==> src/rtl/alu_rv32u_pkg.sv <==
package alu_rv32u_pkg;
   localparam int OP_W = 5;

   typedef enum logic [OP_W-1:0] {
      OP_ADD  = 5'b00000,
      OP_SUB  = 5'b00001,
      OP_AND  = 5'b00010,
      OP_OR   = 5'b00011,
      OP_XOR  = 5'b00100,
      OP_SLL  = 5'b00101,
      OP_SLT  = 5'b00110,
      OP_SGE  = 5'b00111,
      OP_EQ   = 5'b01000,
      OP_LTU  = 5'b01001,
      OP_GEU  = 5'b01010,
      OP_NE   = 5'b01011,
      OP_SRA  = 5'b01100,
      OP_LEU  = 5'b01110,
      OP_SRL  = 5'b01111
   } alu_op_e;

   function automatic logic is_relational(input logic [OP_W-1:0] op);
      return op inside {OP_SLT, OP_SGE, OP_EQ, OP_LTU, OP_GEU, OP_NE, OP_LEU};
   endfunction
endpackage

==> src/rtl/alu_addsub.sv <==
module alu_addsub #(
   parameter int DATA_W = 32
) (
   input  logic [DATA_W-1:0] a,
   input  logic [DATA_W-1:0] b,
   input  logic              sub,
   output logic [DATA_W-1:0] sum,
   output logic              borrow
);
   logic [DATA_W:0] ext;

   always_comb begin
      ext    = {1'b0, a} + {1'b0, b ^ {DATA_W{sub}}} + {{DATA_W{1'b0}}, sub};
      sum    = ext[DATA_W-1:0];
      // On subtraction a missing carry-out means a < b unsigned
      borrow = sub & ~ext[DATA_W];
   end
endmodule

==> src/rtl/alu_compare.sv <==
module alu_compare
   import alu_rv32u_pkg::*;
#(
   parameter int DATA_W = 32
) (
   input  logic [OP_W-1:0]   op,
   input  logic              a_msb,
   input  logic              b_msb,
   input  logic [DATA_W-1:0] diff,
   input  logic              borrow,
   output logic              hit
);
   logic ltu, lts, same;

   always_comb begin
      same = (diff == '0);
      ltu  = borrow;
      lts  = (a_msb ^ b_msb) ? a_msb : diff[DATA_W-1];
      case (op)
         OP_SLT:  hit = lts;
         OP_SGE:  hit = ~lts;
         OP_EQ:   hit = same;
         OP_NE:   hit = ~same;
         OP_LTU:  hit = ltu;
         OP_GEU:  hit = ~ltu;
         OP_LEU:  hit = ltu | same;
         default: hit = 1'b0;
      endcase
   end
endmodule

==> src/rtl/alu_shifter.sv <==
module alu_shifter #(
   parameter int DATA_W = 32,
   localparam int SH_W  = $clog2(DATA_W)
) (
   input  logic [DATA_W-1:0] a,
   input  logic [SH_W-1:0]   amount,
   input  logic              left,
   input  logic              arith,
   output logic [DATA_W-1:0] res
);
   logic [DATA_W-1:0] a_rev, out_rev, stage_in;
   logic [DATA_W-1:0] stage [0:SH_W];
   logic              fill;

   for (genvar k = 0; k < DATA_W; k++) begin : g_rev
      assign a_rev[k]   = a[DATA_W-1-k];
      assign out_rev[k] = stage[SH_W][DATA_W-1-k];
   end

   assign fill     = arith & ~left & a[DATA_W-1];
   assign stage_in = left ? a_rev : a;
   assign stage[0] = stage_in;

   for (genvar i = 0; i < SH_W; i++) begin : g_stage
      localparam int STEP = 1 << i;
      assign stage[i+1] = amount[i] ? {{STEP{fill}}, stage[i][DATA_W-1:STEP]}
                                    : stage[i];
   end

   assign res = left ? out_rev : stage[SH_W];
endmodule

==> src/rtl/alu_rv32u.sv <==
module alu_rv32u
   import alu_rv32u_pkg::*;
#(
   parameter int DATA_W = 32,
   parameter int SEL_W  = 5,
   localparam int SH_W  = $clog2(DATA_W)
) (
   input  logic [DATA_W-1:0] a,
   input  logic [DATA_W-1:0] b,
   input  logic [SEL_W-1:0]  sel,
   output logic [DATA_W-1:0] y
);
   if (SEL_W != OP_W) begin : g_bad_sel
      $error("alu_rv32u: SEL_W must equal the package code width");
   end
   if ((1 << SH_W) != DATA_W || DATA_W < 8) begin : g_bad_width
      $error("alu_rv32u: DATA_W must be a power of two, at least 8");
   end

   logic [DATA_W-1:0] sum, shifted;
   logic              borrow, hit, do_sub, sh_left, sh_arith;

   assign do_sub   = (sel != OP_ADD);
   assign sh_left  = (sel == OP_SLL);
   assign sh_arith = (sel == OP_SRA);

   alu_addsub #(.DATA_W(DATA_W)) u_addsub (
      .a(a), .b(b), .sub(do_sub), .sum(sum), .borrow(borrow)
   );

   alu_compare #(.DATA_W(DATA_W)) u_cmp (
      .op(sel), .a_msb(a[DATA_W-1]), .b_msb(b[DATA_W-1]),
      .diff(sum), .borrow(borrow), .hit(hit)
   );

   alu_shifter #(.DATA_W(DATA_W)) u_shift (
      .a(a), .amount(b[SH_W-1:0]), .left(sh_left), .arith(sh_arith),
      .res(shifted)
   );

   always_comb begin
      case (sel)
         OP_ADD, OP_SUB:          y = sum;
         OP_AND:                  y = a & b;
         OP_OR:                   y = a | b;
         OP_XOR:                  y = a ^ b;
         OP_SLL, OP_SRL, OP_SRA:  y = shifted;
         OP_SLT, OP_SGE, OP_EQ, OP_NE,
         OP_LTU, OP_GEU, OP_LEU:  y = {{(DATA_W-1){1'b0}}, hit};
         default:                 y = '0;
      endcase
   end
endmodule

==> config.mk <==
export PLATFORM = sky130hd
export DESIGN_NAME = alu_rv32u
export DESIGN_NICKNAME = d
export VERILOG_FILES = /design/src/rtl/alu_rv32u_pkg.sv /design/src/rtl/alu_addsub.sv /design/src/rtl/alu_compare.sv /design/src/rtl/alu_shifter.sv /design/src/rtl/alu_rv32u.sv
export SDC_FILE = /design/constraint.sdc
export NUM_CORES = 1
export LEC_CHECK = 0
export BUFFER_PORTS_ARGS = -buffer_cell sky130_fd_sc_hd__buf_2
export CORE_AREA = 2 2 99 120
export DETAILED_ROUTE_END_ITERATION = 12
export DIE_AREA = 0 0 101 122
export PLACE_DENSITY = 0.9
export SLEW_MARGIN = 20
export SYNTH_ARGS = -nofsm -noshare
export SYNTH_HDL_FRONTEND = slang
export SYNTH_SLANG_ARGS = --single-unit
==> constraint.sdc <==
create_clock -name vclk -period 12.41
set_input_delay 1.8615 -clock vclk [all_inputs]
set_output_delay 1.8615 -clock vclk [all_outputs]
set_load 0.03 [all_outputs]
==> reports/results.txt <==
outcome -> finished clean
hold buffer count at cts -> 0
layout cell share with drive strength beyond 1 -> 15.8%
chip height -> 122 um
P_leak -> 3.47 nW
Setup crit end kind -> primary output
Synth area leaders -> ha_1 17%, mux4_2 11%, mux2i_1 7.5%
WHS -> 4.26 ns
startpoint types -> primary input
clock power share -> 0%
# DRC -> 0
Post-CTS Resized -> 0
WP data arrival -> 7.15 ns
Max-cap violations -> 0
Peak VDD IR -> 0.0281 mV
synth cell count leaders -> 97 x ha_1, 94 x a21oi_1, 87 x nand2_1, 73 x inv_1, 62 x nor2_1
Max Freq -> 111 MHz
antenna cells -> 0
Rows -> 43
Psw -> 244 uW
vias per cell -> 7.35
Setup Crit Path Kind -> in2out
sequential cell count -> 0
sequential fraction of design power -> 0%
M1 WL -> 9760 um
Layout Utilization -> 66.3%
area of the multi-input gates -> 0.00646 mm2
post-route antenna net violation count -> 0
Core Area -> 0.0113 mm2
worst min path class -> in2out
global route overflow -> 0
initial antenna violation count -> 0
Cell Chain, Critical Path -> buf_2 > nor3_2 > nand2_2 > xnor2_1 > ha_1 > nand4_1 > nor4_1 > o211ai_1 > a31oi_1 > and4b_1 > or3b_1 > nand4bb_1 > nor4_1 > mux2_1 > nand3_1 > buf_2
Setup Viol. Count Final -> 0
full die area -> 0.0123 mm2
Yosys warnings -> 0
area grow syn2layout -> 6.09%
total negative setup slack -> 0 ns
mean post-synth cell area -> 7.30 um2
relative slew slack -> 23.4%
slowest cell on the critical path -> nand2_2
IO Count -> 101
IO Port Bufs -> 101
fin crit period -> 9.01 ns
Nets -> 1176
clock buf count -> 0
FF+latch area -> 0 um2
fin crit share -> 72.6%
data required time of the worst path -> 10.55 ns
placed cell area -> 0.00749 mm2
Netlist Area Pre-Place -> 0.00706 mm2
post-synthesis cell type count -> 76
first-iteration detailed-routing DRC count -> 889
Global Route Usage Sum -> 47.0%
CP max FO -> 31
DRT Pass-1 Iters -> 6
sw frac -> 64.3%
Initial Utilization -> 62.5%
first-pass GRT wire length -> 44000 um
largest net degree at the start of global routing -> 45
vias in the first global route -> 7628
Final Cell Area -> 0.00749 mm2
area leader, netlist -> ha_1
die extent in x -> 101 um
syn nets -> 1134
Max Slew Vio Count -> 0
worst slew pin tran -> 1.14 ns
WL/cell -> 25.5 um
met2 WL -> 13100 um
Slowest Stage Delay on Critical Path -> 0.71 ns
Yosys top cell area share -> 17.2%
Final Hold Violating Endpoints -> 0
Post-CTS Setup Inserts -> 0
DP Wirelength -> 23300 um
pwr dens -> 50.7 mW/mm2
via count -> 8395
Internal -> 136 uW
filler instances -> 1054
RSZ-0062 raised after global routing -> no
Comb pwr share -> 100.0%
post-synthesis sequential area ratio -> 0%
RD Place Congestion -> 1.07
uppermost layer routed -> met4
top-count cell post-synth -> ha_1
length of routed met3 wiring -> 3460 um
Synth Instances -> 967
routed wire length -> 29200 um
==> critical path, delay by kind of cell <==
kind | cells | cell delay (ns)
AND/OR/NAND/NOR | 9 | 3.15
AO/OA/AOI/OAI | 2 | 0.60
adder cells (fa/ha/maj) | 1 | 0.47
multiplexers | 1 | 0.38
XOR/XNOR | 1 | 0.34
buffers and inverters | 2 | 0.33
==> layout by cell type, fill, tap and decap left out, types with 12 or more instances in the layout <==
cell type / synthesis / layout
a221oi_1: 21 / 21
nor2_1: 62 / 62
and2_1: 13 / 14
ha_1: 97 / 97
o21ai_0: 46 / 46
nor3_1: 12 / 12
mux4_2: 35 / 35
a211oi_1: 19 / 19
xnor2_1: 44 / 44
nand2_1: 87 / 86
a22oi_1: 22 / 22
a21oi_1: 94 / 94
buf_2: 14 / 101
nand4_1: 14 / 14
mux2i_1: 53 / 53
a221o_1: 17 / 17
o211ai_1: 22 / 22
nand3_1: 28 / 28
inv_1: 73 / 73
==> kinds of logic (layout without fill, tap and decap cells) <==
| group | after synthesis | count (layout) | share of synthesized area, % |
|---|---|---|---|
| buffers and inverters | 147 | 187 | 8.64 |
| muxes | 90 | 90 | 19.0 |
| adders and majority gates | 98 | 98 | 17.5 |
| xor gates and xnor gates | 53 | 53 | 6.57 |
| AOI/OAI and AO/OA | 309 | 309 | 29.6 |
| and+or+nand+nor | 270 | 270 | 18.8 |
==> metrics by stage <==
step	worst slack, ns	power, mW	std cells
2_1_floorplan	4.79	0.257	967
3_3_place_gp	3.58	0.361	1142
3_5_place_dp	3.54	0.363	1142
4_1_cts	3.52	0.364	1142
5_1_grt	3.12	0.406	1142
6_report	3.40	0.380	1142
==> power groups by stage <==
stage	clock network (mW)	logic, mW	registers, mW
final	0	0.380	0
after global routing	0	0.406	0
after CTS	0	0.364	0
after detailed placement	0	0.363	0
after global placement	0	0.361	0
after floorplan	0	0.257	0
==> area by class of cell <==
class	count	share of cell area, %
multi-input cells	820	86.2
repair buffers	110	7.65
well taps	135	2.25
inverters	77	3.86
==> routing by layer <==
| metal | global-route usage, % | vias to the layer above |
|---|---|---|
| met5 | 0 | - |
| met4 | 33.4 | 0 |
| met3 | 12.5 | 178 |
| met2 | 75.0 | 601 |
| met1 | 53.9 | 3882 |
| li1 | - | 3734 |
==> final timing paths <==
check | start | end | cells after the start
min | sel[1] | y[0] | 4
max | sel[2] | y[0] | 16
Power figures use the tool's default switching activity.
